### src/rtl/hdlc_txf_pkg.sv
package hdlc_txf_pkg;

    typedef struct packed {
        logic xpr;
        logic xdu;
        logic xmr;
        logic lock;
        logic armed;
    } irq_st_t;

    function automatic int depth_for(input bit bearer);
        return bearer ? 128 : 64;
    endfunction

    function automatic int blk_small_for(input bit bearer);
        return bearer ? 32 : 16;
    endfunction

endpackage

### src/rtl/hdlc_txf_ram.sv
module hdlc_txf_ram #(
    parameter int DEPTH = 64,
    parameter int DW    = 8,
    localparam int AW   = $clog2(DEPTH)
) (
    input  logic          clk,
    input  logic          we,
    input  logic [AW-1:0] waddr,
    input  logic [DW-1:0] wdata,
    input  logic          mark_en,
    input  logic [AW-1:0] mark_addr,
    input  logic [AW-1:0] raddr,
    output logic [DW-1:0] rdata,
    output logic          reof
);
    logic [DW-1:0] dat_mem [DEPTH];
    logic          eof_mem [DEPTH];

    always_ff @(posedge clk) begin
        if (we) begin
            dat_mem[waddr] <= wdata;
            eof_mem[waddr] <= mark_en && (mark_addr == waddr);
        end
        if (mark_en && !(we && (mark_addr == waddr))) begin
            eof_mem[mark_addr] <= 1'b1;
        end
    end

    assign rdata = dat_mem[raddr];
    assign reof  = eof_mem[raddr];
endmodule

### src/rtl/hdlc_txf_ctrl.sv
module hdlc_txf_ctrl #(
    parameter int DEPTH  = 64,
    parameter int BLK_S  = 16,
    parameter int DW     = 8,
    localparam int AW    = $clog2(DEPTH),
    localparam int PW    = AW + 1,
    localparam int BLK_L = 2 * BLK_S
) (
    input  logic          clk,
    input  logic          rst_n,
    input  logic          wr_en,
    input  logic [DW-1:0] wr_data,
    input  logic          cmd_cont,
    input  logic          cmd_end,
    input  logic          cmd_reset,
    input  logic          bsize_sel,
    input  logic          lock,
    input  logic          tx_req,
    input  logic          tx_chan_ok,
    output logic          tx_valid,
    output logic [DW-1:0] tx_data,
    output logic          tx_eof,
    output logic          xdov,
    output logic          xpr_cond,
    output logic          xdu_evt,
    output logic          xmr_evt,
    output logic          arm_evt
);
    typedef struct packed {
        logic [PW-1:0] wr;
        logic [PW-1:0] rd;
        logic [PW-1:0] cm;
        logic [PW-1:0] fs;
        logic [PW-1:0] sent;
        logic [PW-1:0] wcnt;
        logic          in_frame;
        logic          bsel;
        logic          xdov;
    } ctrl_st_t;

    ctrl_st_t q, d;

    logic [PW-1:0] blk, base, used, free, wr_next, last_ptr;
    logic          hold, avail, take, wr_ok, eff_cmd, chan_drop, replay, wipe;
    logic          ram_we, ram_mark, ram_eof;
    logic [AW-1:0] ram_maddr;

    assign blk       = q.bsel ? PW'(BLK_L) : PW'(BLK_S);
    assign hold      = q.in_frame && (q.sent < blk);
    assign base      = hold ? q.fs : q.rd;
    assign used      = q.wr - base;
    assign free      = PW'(DEPTH) - used;
    assign avail     = (q.cm != q.rd);
    assign tx_valid  = avail && tx_chan_ok;
    assign take      = tx_valid && tx_req;
    assign wr_ok     = wr_en && !lock && (free != '0);
    assign eff_cmd   = (cmd_cont || cmd_end) && !lock;
    assign wr_next   = q.wr + PW'(wr_ok);
    assign last_ptr  = wr_next - 1'b1;
    assign xdu_evt   = q.in_frame && tx_req && tx_chan_ok && !avail;
    assign chan_drop = q.in_frame && !tx_chan_ok;
    assign xmr_evt   = chan_drop && !hold;
    assign replay    = chan_drop && hold;
    assign wipe      = xdu_evt || xmr_evt || cmd_reset;
    assign xpr_cond  = (free >= blk);
    assign arm_evt   = eff_cmd || wipe;
    assign xdov      = q.xdov;
    assign tx_eof    = tx_valid && ram_eof;

    always_comb begin
        d         = q;
        ram_we    = 1'b0;
        ram_mark  = 1'b0;
        ram_maddr = last_ptr[AW-1:0];

        if (wr_ok) begin
            d.wr   = wr_next;
            ram_we = 1'b1;
            if (q.wcnt >= blk) d.xdov = 1'b1;
            if (q.wcnt != '1) d.wcnt = q.wcnt + 1'b1;
        end

        if (eff_cmd) begin
            d.cm   = wr_next;
            d.wcnt = '0;
            d.bsel = bsize_sel;
            if (cmd_end && (wr_next != q.cm)) ram_mark = 1'b1;
        end

        if (take) begin
            d.rd = q.rd + 1'b1;
            if (ram_eof) begin
                d.in_frame = 1'b0;
                d.sent     = '0;
                d.fs       = q.rd + 1'b1;
            end else begin
                d.in_frame = 1'b1;
                if (q.sent < blk) d.sent = q.sent + 1'b1;
            end
        end

        if (replay) begin
            d.rd       = q.fs;
            d.sent     = '0;
            d.in_frame = 1'b0;
        end

        if (wipe) begin
            d.wr       = '0;
            d.rd       = '0;
            d.cm       = '0;
            d.fs       = '0;
            d.sent     = '0;
            d.wcnt     = '0;
            d.in_frame = 1'b0;
            ram_we     = 1'b0;
            ram_mark   = 1'b0;
            if (cmd_reset) begin
                d.xdov = 1'b0;
                d.bsel = bsize_sel;
            end
        end
    end

    always_ff @(posedge clk or negedge rst_n) begin
        if (!rst_n) q <= '0;
        else        q <= d;
    end

    hdlc_txf_ram #(.DEPTH(DEPTH), .DW(DW)) u_ram (
        .clk      (clk),
        .we       (ram_we),
        .waddr    (q.wr[AW-1:0]),
        .wdata    (wr_data),
        .mark_en  (ram_mark),
        .mark_addr(ram_maddr),
        .raddr    (q.rd[AW-1:0]),
        .rdata    (tx_data),
        .reof     (ram_eof)
    );
endmodule

### src/rtl/hdlc_txf_irq.sv
module hdlc_txf_irq
    import hdlc_txf_pkg::*;
(
    input  logic clk,
    input  logic rst_n,
    input  logic xpr_cond,
    input  logic xdu_evt,
    input  logic xmr_evt,
    input  logic arm_evt,
    input  logic ista_rd,
    output logic irq_xpr,
    output logic irq_xdu,
    output logic irq_xmr,
    output logic lock,
    output logic irq
);
    irq_st_t q, d;
    logic    set_xpr;

    assign set_xpr = q.armed && xpr_cond && !q.lock;

    always_comb begin
        d       = q;
        d.xpr   = set_xpr || (q.xpr && !ista_rd);
        d.xdu   = xdu_evt || (q.xdu && !ista_rd);
        d.xmr   = xmr_evt || (q.xmr && !ista_rd);
        d.lock  = xdu_evt || xmr_evt || (q.lock && !ista_rd);
        if (arm_evt)      d.armed = 1'b1;
        else if (set_xpr) d.armed = 1'b0;
    end

    always_ff @(posedge clk or negedge rst_n) begin
        if (!rst_n) q <= '{xpr: 1'b0, xdu: 1'b0, xmr: 1'b0, lock: 1'b0, armed: 1'b1};
        else        q <= d;
    end

    assign irq_xpr = q.xpr;
    assign irq_xdu = q.xdu;
    assign irq_xmr = q.xmr;
    assign lock    = q.lock;
    assign irq     = q.xpr || q.xdu || q.xmr;
endmodule

### src/rtl/hdlc_tx_fifo.sv
module hdlc_tx_fifo
    import hdlc_txf_pkg::*;
#(
    parameter bit BEARER = 1'b0,
    parameter int DW     = 8,
    localparam int DEPTH = depth_for(BEARER),
    localparam int BLK_S = blk_small_for(BEARER)
) (
    input  logic          clk,
    input  logic          rst_n,
    input  logic          wr_en,
    input  logic [DW-1:0] wr_data,
    input  logic          cmd_cont,
    input  logic          cmd_end,
    input  logic          cmd_reset,
    input  logic          bsize_sel,
    input  logic          ista_rd,
    output logic          irq,
    output logic          irq_xpr,
    output logic          irq_xdu,
    output logic          irq_xmr,
    output logic          xdov,
    input  logic          tx_req,
    input  logic          tx_chan_ok,
    output logic          tx_valid,
    output logic [DW-1:0] tx_data,
    output logic          tx_eof
);
    logic lock, xpr_cond, xdu_evt, xmr_evt, arm_evt;

    hdlc_txf_ctrl #(.DEPTH(DEPTH), .BLK_S(BLK_S), .DW(DW)) u_ctrl (
        .clk       (clk),
        .rst_n     (rst_n),
        .wr_en     (wr_en),
        .wr_data   (wr_data),
        .cmd_cont  (cmd_cont),
        .cmd_end   (cmd_end),
        .cmd_reset (cmd_reset),
        .bsize_sel (bsize_sel),
        .lock      (lock),
        .tx_req    (tx_req),
        .tx_chan_ok(tx_chan_ok),
        .tx_valid  (tx_valid),
        .tx_data   (tx_data),
        .tx_eof    (tx_eof),
        .xdov      (xdov),
        .xpr_cond  (xpr_cond),
        .xdu_evt   (xdu_evt),
        .xmr_evt   (xmr_evt),
        .arm_evt   (arm_evt)
    );

    hdlc_txf_irq u_irq (
        .clk     (clk),
        .rst_n   (rst_n),
        .xpr_cond(xpr_cond),
        .xdu_evt (xdu_evt),
        .xmr_evt (xmr_evt),
        .arm_evt (arm_evt),
        .ista_rd (ista_rd),
        .irq_xpr (irq_xpr),
        .irq_xdu (irq_xdu),
        .irq_xmr (irq_xmr),
        .lock    (lock),
        .irq     (irq)
    );
endmodule

### config.mk
export PLATFORM = sky130hd
export DESIGN_NAME = hdlc_tx_fifo
export DESIGN_NICKNAME = d
export VERILOG_FILES = /design/src/rtl/hdlc_txf_pkg.sv /design/src/rtl/hdlc_txf_ram.sv /design/src/rtl/hdlc_txf_ctrl.sv /design/src/rtl/hdlc_txf_irq.sv /design/src/rtl/hdlc_tx_fifo.sv
export SDC_FILE = /design/constraint.sdc
export NUM_CORES = 1
export LEC_CHECK = 0
export BUFFER_PORTS_ARGS = -buffer_cell sky130_fd_sc_hd__buf_2
export CORE_UTILIZATION = 57
export DETAILED_ROUTE_END_ITERATION = 6
export GPL_TIMING_DRIVEN = 0
export HOLD_SLACK_MARGIN = 0.02
export PLACE_DENSITY = 0.76
export SLEW_MARGIN = 20
export SYNTH_ARGS = -nofsm -noshare
export SYNTH_HDL_FRONTEND = slang
export SYNTH_SLANG_ARGS = --single-unit
### constraint.sdc
create_clock -name clk -period 7.48 [get_ports clk]
set_clock_uncertainty 0.15 [all_clocks]
set_input_delay 0.748 -clock clk [delete_from_list [all_inputs] [get_ports clk]]
set_output_delay 0.748 -clock clk [all_outputs]
set_load 0.02 [all_outputs]
* Word-level counts from Yosys, hierarchy flattened
Memory sizes are Yosys's and may differ from the RTL's.
Index checks and enable logic that the tools add are counted.
** Word-level totals
- Output and inout bits :: 15
- Memory bits (writable) :: 576
- Register bits after elaboration :: 50
- Logic and storage cells :: 119
- Bits of input ports :: 18
- Memories kept :: 2
** Operators by class
- Mux-type cells :: 36
- Reductions and logical operators :: 53
- Add/subtract/negate cells :: 7
- Equality and inequality tests :: 4
- Magnitude comparators :: 3
** Memories
- u_ctrl.u_ram.dat_mem :: depth 64, bits a word 8, read ports 1, clocked after Yosys merged registers in 0, write ports 1, line hdlc_txf_ram.sv:16 : logic [DW-1:0] dat_mem [DEPTH];
- u_ctrl.u_ram.eof_mem :: depth 64, bits a word 1, read ports 1, clocked after Yosys merged registers in 0, write ports 1, line hdlc_txf_ram.sv:17 : logic eof_mem [DEPTH];
** Operators by type and width (count)
- two-way mux 7 bit :: 12
- two-way mux 45 bit :: 1
- logical AND 1 bit :: 23
- adder 7 x 1 -> 7 bit, second input constant :: 3
- two-way mux 1 bit :: 19
- >= comparator 7 bit :: 2
- two-way mux 14 bit :: 1
- != test 7 bit :: 2
- two-way mux 6 bit :: 2
- logical OR 1 bit :: 10
- nonzero test 2 bit :: 5
- nonzero test 3 bit :: 3
- adder 7 x 1 -> 7 bit :: 1
- less-than comparator 7 bit :: 1
- != test 7 bit, second input constant :: 1
- nonzero test 7 bit :: 1
- subtractor 7 bit :: 1
- subtractor 7 bit, first input constant :: 1
- equality test 6 bit :: 1
- zero test 1 bit :: 6
- AND reduction 2 bit :: 3
- subtractor 6 x 1 -> 6 bit, second input constant :: 1
- nonzero test 4 bit :: 1
- two-way mux 2 bit :: 1
- OR reduction 1 bit :: 1

* Depth between registers and ports, before layout
- Depth after elaboration :: 19
- Depth in mapped cells :: 31
- Depth with buffers taken out :: 27

* Cells and area by module
A second synthesis with hierarchy kept.
** Second synthesis, totals
- Cells, all modules :: 1562
- Area, all modules :: 26391.6 sq um
** By module, submodules not included
- hdlc_txf_ram :: times used 1, seq. area each 16656.0 sq um, cells each 1198, area an instance 23014.6 sq um
- hdlc_txf_ctrl :: times used 1, seq. area each 1126.1 sq um, cells each 349, area an instance 3188.1 sq um
- hdlc_txf_irq :: times used 1, seq. area each 126.4 sq um, cells each 15, area an instance 188.9 sq um

* Worst setup path after synthesis
OpenSTA, ideal clock, no wires.
- Path kind :: flip-flop to flip-flop
- From :: register u_ctrl.q[1] (netlist bit)
- To :: memory u_ctrl.u_ram.eof_mem[29], enable pin
- Data arrival time :: 6695 ps
- Path buffers :: 3
- Required time :: 7025 ps
- Setup time :: 305 ps
- Period minus slack after synthesis :: 7149 ps
- Path slack :: 331 ps
- Cell stages (with the launch flop) :: 30
- Cells stage by stage :: dfrtp_1 -> inv_1 -> ha_1 -> o21ai_1 -> nand2_1 -> mux2_2 -> ha_1 -> ha_1 -> inv_1 -> fa_1 -> nand2b_1 -> a21oi_1 -> xor2_1 -> or3_1 -> o31ai_4 -> inv_2 -> buf_2 -> buf_1 -> ha_1 -> ha_1 -> xnor2_4 -> xnor2_1 -> nor4_2 -> a41oi_2 -> nand2_2 -> inv_2 -> o21ai_2 -> buf_6 -> mux2_4 -> nor3b_2
** On the way
- Longest elaborated chain between the ends :: 19
- Elaborated cells on any way between the ends :: 32
- Classes of those cells :: 4 x add/sub; 1 x order compare; 2 x eq/ne; 13 x mux; 12 x reduce/logical
** Ends and longest elaborated chain
- from (decl) :: line hdlc_txf_ctrl.sv:41 : ctrl_st_t q, d;
- from (signal assigned) :: line hdlc_txf_ctrl.sv:126 : if (!rst_n) q <= '0;
- from (signal assigned) :: line hdlc_txf_ctrl.sv:127 : else q <= d;
- two-way mux 6 bit (*) :: line hdlc_txf_ctrl.sv:48 : assign blk = q.bsel ? PW'(BLK_L) : PW'(BLK_S);
- less-than comparator 7 bit (*) :: line hdlc_txf_ctrl.sv:49 : assign hold = q.in_frame && (q.sent < blk);
- logical AND 1 bit (*) :: line hdlc_txf_ctrl.sv:49
- parallel branches: the longest is 16 deep, another holds subtractor 7 bit
- to (decl) :: line hdlc_txf_ram.sv:17
Every way passes the cells marked *.

* Worst setup path in the final report
- From :: register u_ctrl.q[1] (netlist bit)
- To :: memory u_ctrl.u_ram.eof_mem[48], enable pin
Same word-level chain as after synthesis.

==> metrics.cfg <==
[grt]
grt_max_degree = 68
grt_pass1_wl_um = 89400
grt.total_usage_pct = 26.3
antenna_found_initial = 1
grt_pass1_vias = 14200
grt-ovfl-total = 0

[drt]
vias = 14200
drt-total-wl_um = 61100
wire_per_inst_um = 27.9
post-route-drc-count = 0
vias_per_cell = 6.48
drt_iter0_drc = 1441
ant_nets = 0
firstDrtPassIters = 5

[sta]
fmax_ghz = 0.138
post-route-period-util_pct = 97.2
tightest_slew_ps = 1040
setup_viol = 0
rsz0062_at_grt = yes
layout_min_cycle_time_ps = 7270
hold_viol = 0
max_slew_margin_pct = 30.4
tns_ps = 0
drv_slew = 0

[yosys]
yosysUniqueCellTypes = 76
ys_seq_area_share_pct = 70.0
synth_area_sq_um = 26500
yosysWarnings = 0
syn_inst = 1426
synth_nets = 1468
synth-main-ff-cell = edfxtp_1
synth_seq_cells = 626
avgSynthCellArea_sq_um = 18.6
synth_edf_count = 576
synthArstFlopShare_pct = 7.99

[place]
numPortBuffers = 32
hpwl_um = 38100
routabilityCongestion = 0.858
dpl.cell_count = 2059

[floorplanning]
die-area_sq_um = 47300
core_area_sq_um = 45600
io_pins = 33
num_rows = 78
fp.dieH_um = 218
start_util_pct = 58.1
die_width_um = 218

[critical_path]
startpoint = u_ctrl.q[1]
crit_fanout = 10
cp.arrival_ps = 7490
r2r_start = u_ctrl.q[1]
start_kind = register
slowest_delay_ps = 510
worstSetupPathType = register to register
r2r_slack_ps = 210
critPathBufInv = 9
worstRegToRegCells = 28
critPathCaptureType = register
cp_top_family = adder cells
worst-path-stages = 28
crit_end = u_ctrl.u_ram.eof_mem[48]
required_ps = 7700
slowest_stage = mux2i_4
reg2reg_to = u_ctrl.u_ram.eof_mem[48]

[clock_network]
clkLatencyLatePin_ps = 630
h-tree-depth = 2
cts_root_buf = clkbuf_16
cts.reportedPaths.clkPinSlew_ps = 60
cts_tree = built
cts_buffer_depth = 3
cts_inserted_buffers = 59
cts.sink_count = 626

[finish]
multiInputGateArea_sq_um = 7840
final_cell_mix = edfxtp_1 (576), mux4_2 (188), nor2_1 (152)
fin_nets = 1577
final_common_cell = edfxtp_1
fillCellCount = 2934
drive_above_1_share_pct = 27.6
regArea_sq_um = 18500
diodes = 0
stdcell_count = 2185
synthToLayoutAreaGrowth_pct = 13.1

[min_path]
min_path_type = input port to register

[pwr]
vdd_drop_max_mv = 0.250
power_leakage_nw = 9.41
powerDensity_nw_per_um2 = 327

[outcome]
status = complete, no violations

[run]
cap_violations = 0

==> cell families (layout without fill, tap and decap cells) <==
group / Yosys count / in the layout / share of synthesized area [%]
buf+inv: 102 / 260 / 1.68
fa+ha+maj: 24 / 24 / 1.16
mux: 207 / 207 / 16.8
compound gates: 91 / 92 / 2.71
xor+xnor: 55 / 55 / 2.02
simple gates: 321 / 321 / 5.62
flops: 626 / 626 / 70.0
==> timing repair <==
action,CTS,global route
setup endpoints to repair,128,64
resized for setup,33,49
pin swaps,2,8
hold buffers,1,0
endpoints found under the hold margin,23,0
gates cloned,0,1
buffers inserted,1,18
==> metrics by stage <==
step                util, %  setup slack (ps)  cell area (sq um)  total power, W  hold WS (ps)
global route           65.7             -89.0              30000          0.0101           169
CTS                    64.8              15.7              29500         0.00967           167
finish                 65.7               210              30000         0.00980           191
global placement       60.1             -2030              27400         0.00656           327
detailed placement     60.2             -2240              27400         0.00661           339
floorplan                 -               331              26500         0.00583           302
==> worst min path at each step <==
stage | from | to | cells past startpoint
after floorplan | rst_n | u_ctrl.q[10] | 0
after global placement | u_irq.q[0] | u_irq.q[0] | 2
after detailed placement | u_irq.q[0] | u_irq.q[0] | 2
after CTS | cmd_reset | u_ctrl.xdov | 2
after global routing | ista_rd | u_irq.irq_xmr | 2
final | ista_rd | u_irq.irq_xmr | 2
==> sequential cells by signal, summed over array words and instances (netlist names) <==
name and flops:
u_ctrl.u_ram.eof_mem 64, u_ctrl.u_ram.dat_mem 512, u_irq.irq_xdu 1, u_irq.irq_xpr 1, u_irq.lock 1, u_irq.q 1, u_irq.irq_xmr 1, u_ctrl.xdov 1
u_ctrl.q 44
==> report_power, final <==
| part | leakage [nW] | internal, W | total, W | switching, W |
|---|---|---|---|---|
| sequential | 5.87 | 0.00393 | 0.00398 | 0.0000519 |
| clock | 0.960 | 0.00173 | 0.00303 | 0.00129 |
| combinational | 2.58 | 0.00115 | 0.00279 | 0.00164 |
==> area by class of cell <==
| type | instances | area share (%) |
|---|---|---|
| buffer | 70 | 1.18 |
| clock buffer | 72 | 5.09 |
| clock inverter | 39 | 1.46 |
| inverter | 26 | 0.434 |
| multi-input combinational | 699 | 26.2 |
| sequential | 626 | 61.9 |
| tap | 600 | 2.51 |
| timing repair buffer | 53 | 1.22 |
==> cell usage after synthesis (all sizes together) (3+ instances only) <==
library cell  instances  area [sq um]
nand2                48           190
a211oi               19           148
and2                  6          37.5
buf                  40           210
a31oi                 8          56.3
nand2b                4          25.0
xnor2                33           315
nor3b                 6          60.1
mux2i                12           128
inv                  25          96.4
and3                 12          75.1
clkbuf               36           135
mux2                  7          82.6
o21bai                3          22.5
ha                   23           288
o2bb2ai               4          35.0
mux4                188          4230
nor2                154           581
or3                   4          25.0
a2111oi               4          60.1
nand3                20           105
a32oi                 3          48.8
nor2b                 3          18.8
a21oi                12          60.1
nand4                 5          31.3
xor2                 20           175
dfrtp                49          1230
nor3                 46           230
o31ai                 4          48.8
o21ai                19           103
edfxtp              576         17300
nor4                  8          56.3
==> metal layers <==
| metal | routed length, um | part of all wire [%] | global-route usage [%] | vias up |
|---|---|---|---|---|
| met2 | 30000 | 49 | 42.3 | 739 |
| met4 | 1920 | 3.1 | 8.76 | 2 |
| met3 | 5680 | 9.3 | 6.04 | 132 |
| met5 | 13 | 0.021 | 0 | - |
| met1 | 23400 | 38 | 35.8 | 7309 |
| li1 | - | - | - | 5968 |
==> worst register-to-register path, delay by kind of cell, from the launching register on <==
kind / cells / cell delay (ps)
adder cells (fa/ha/maj): 6 / 1810
AND/OR/NAND/NOR: 6 / 1430
buffers and inverters: 9 / 1430
XOR/XNOR: 1 / 100
multiplexers: 2 / 820
AO/OA/AOI/OAI: 4 / 910
flip-flops: 1 / 380
No activity file was read; power rests on OpenSTA's default activity.
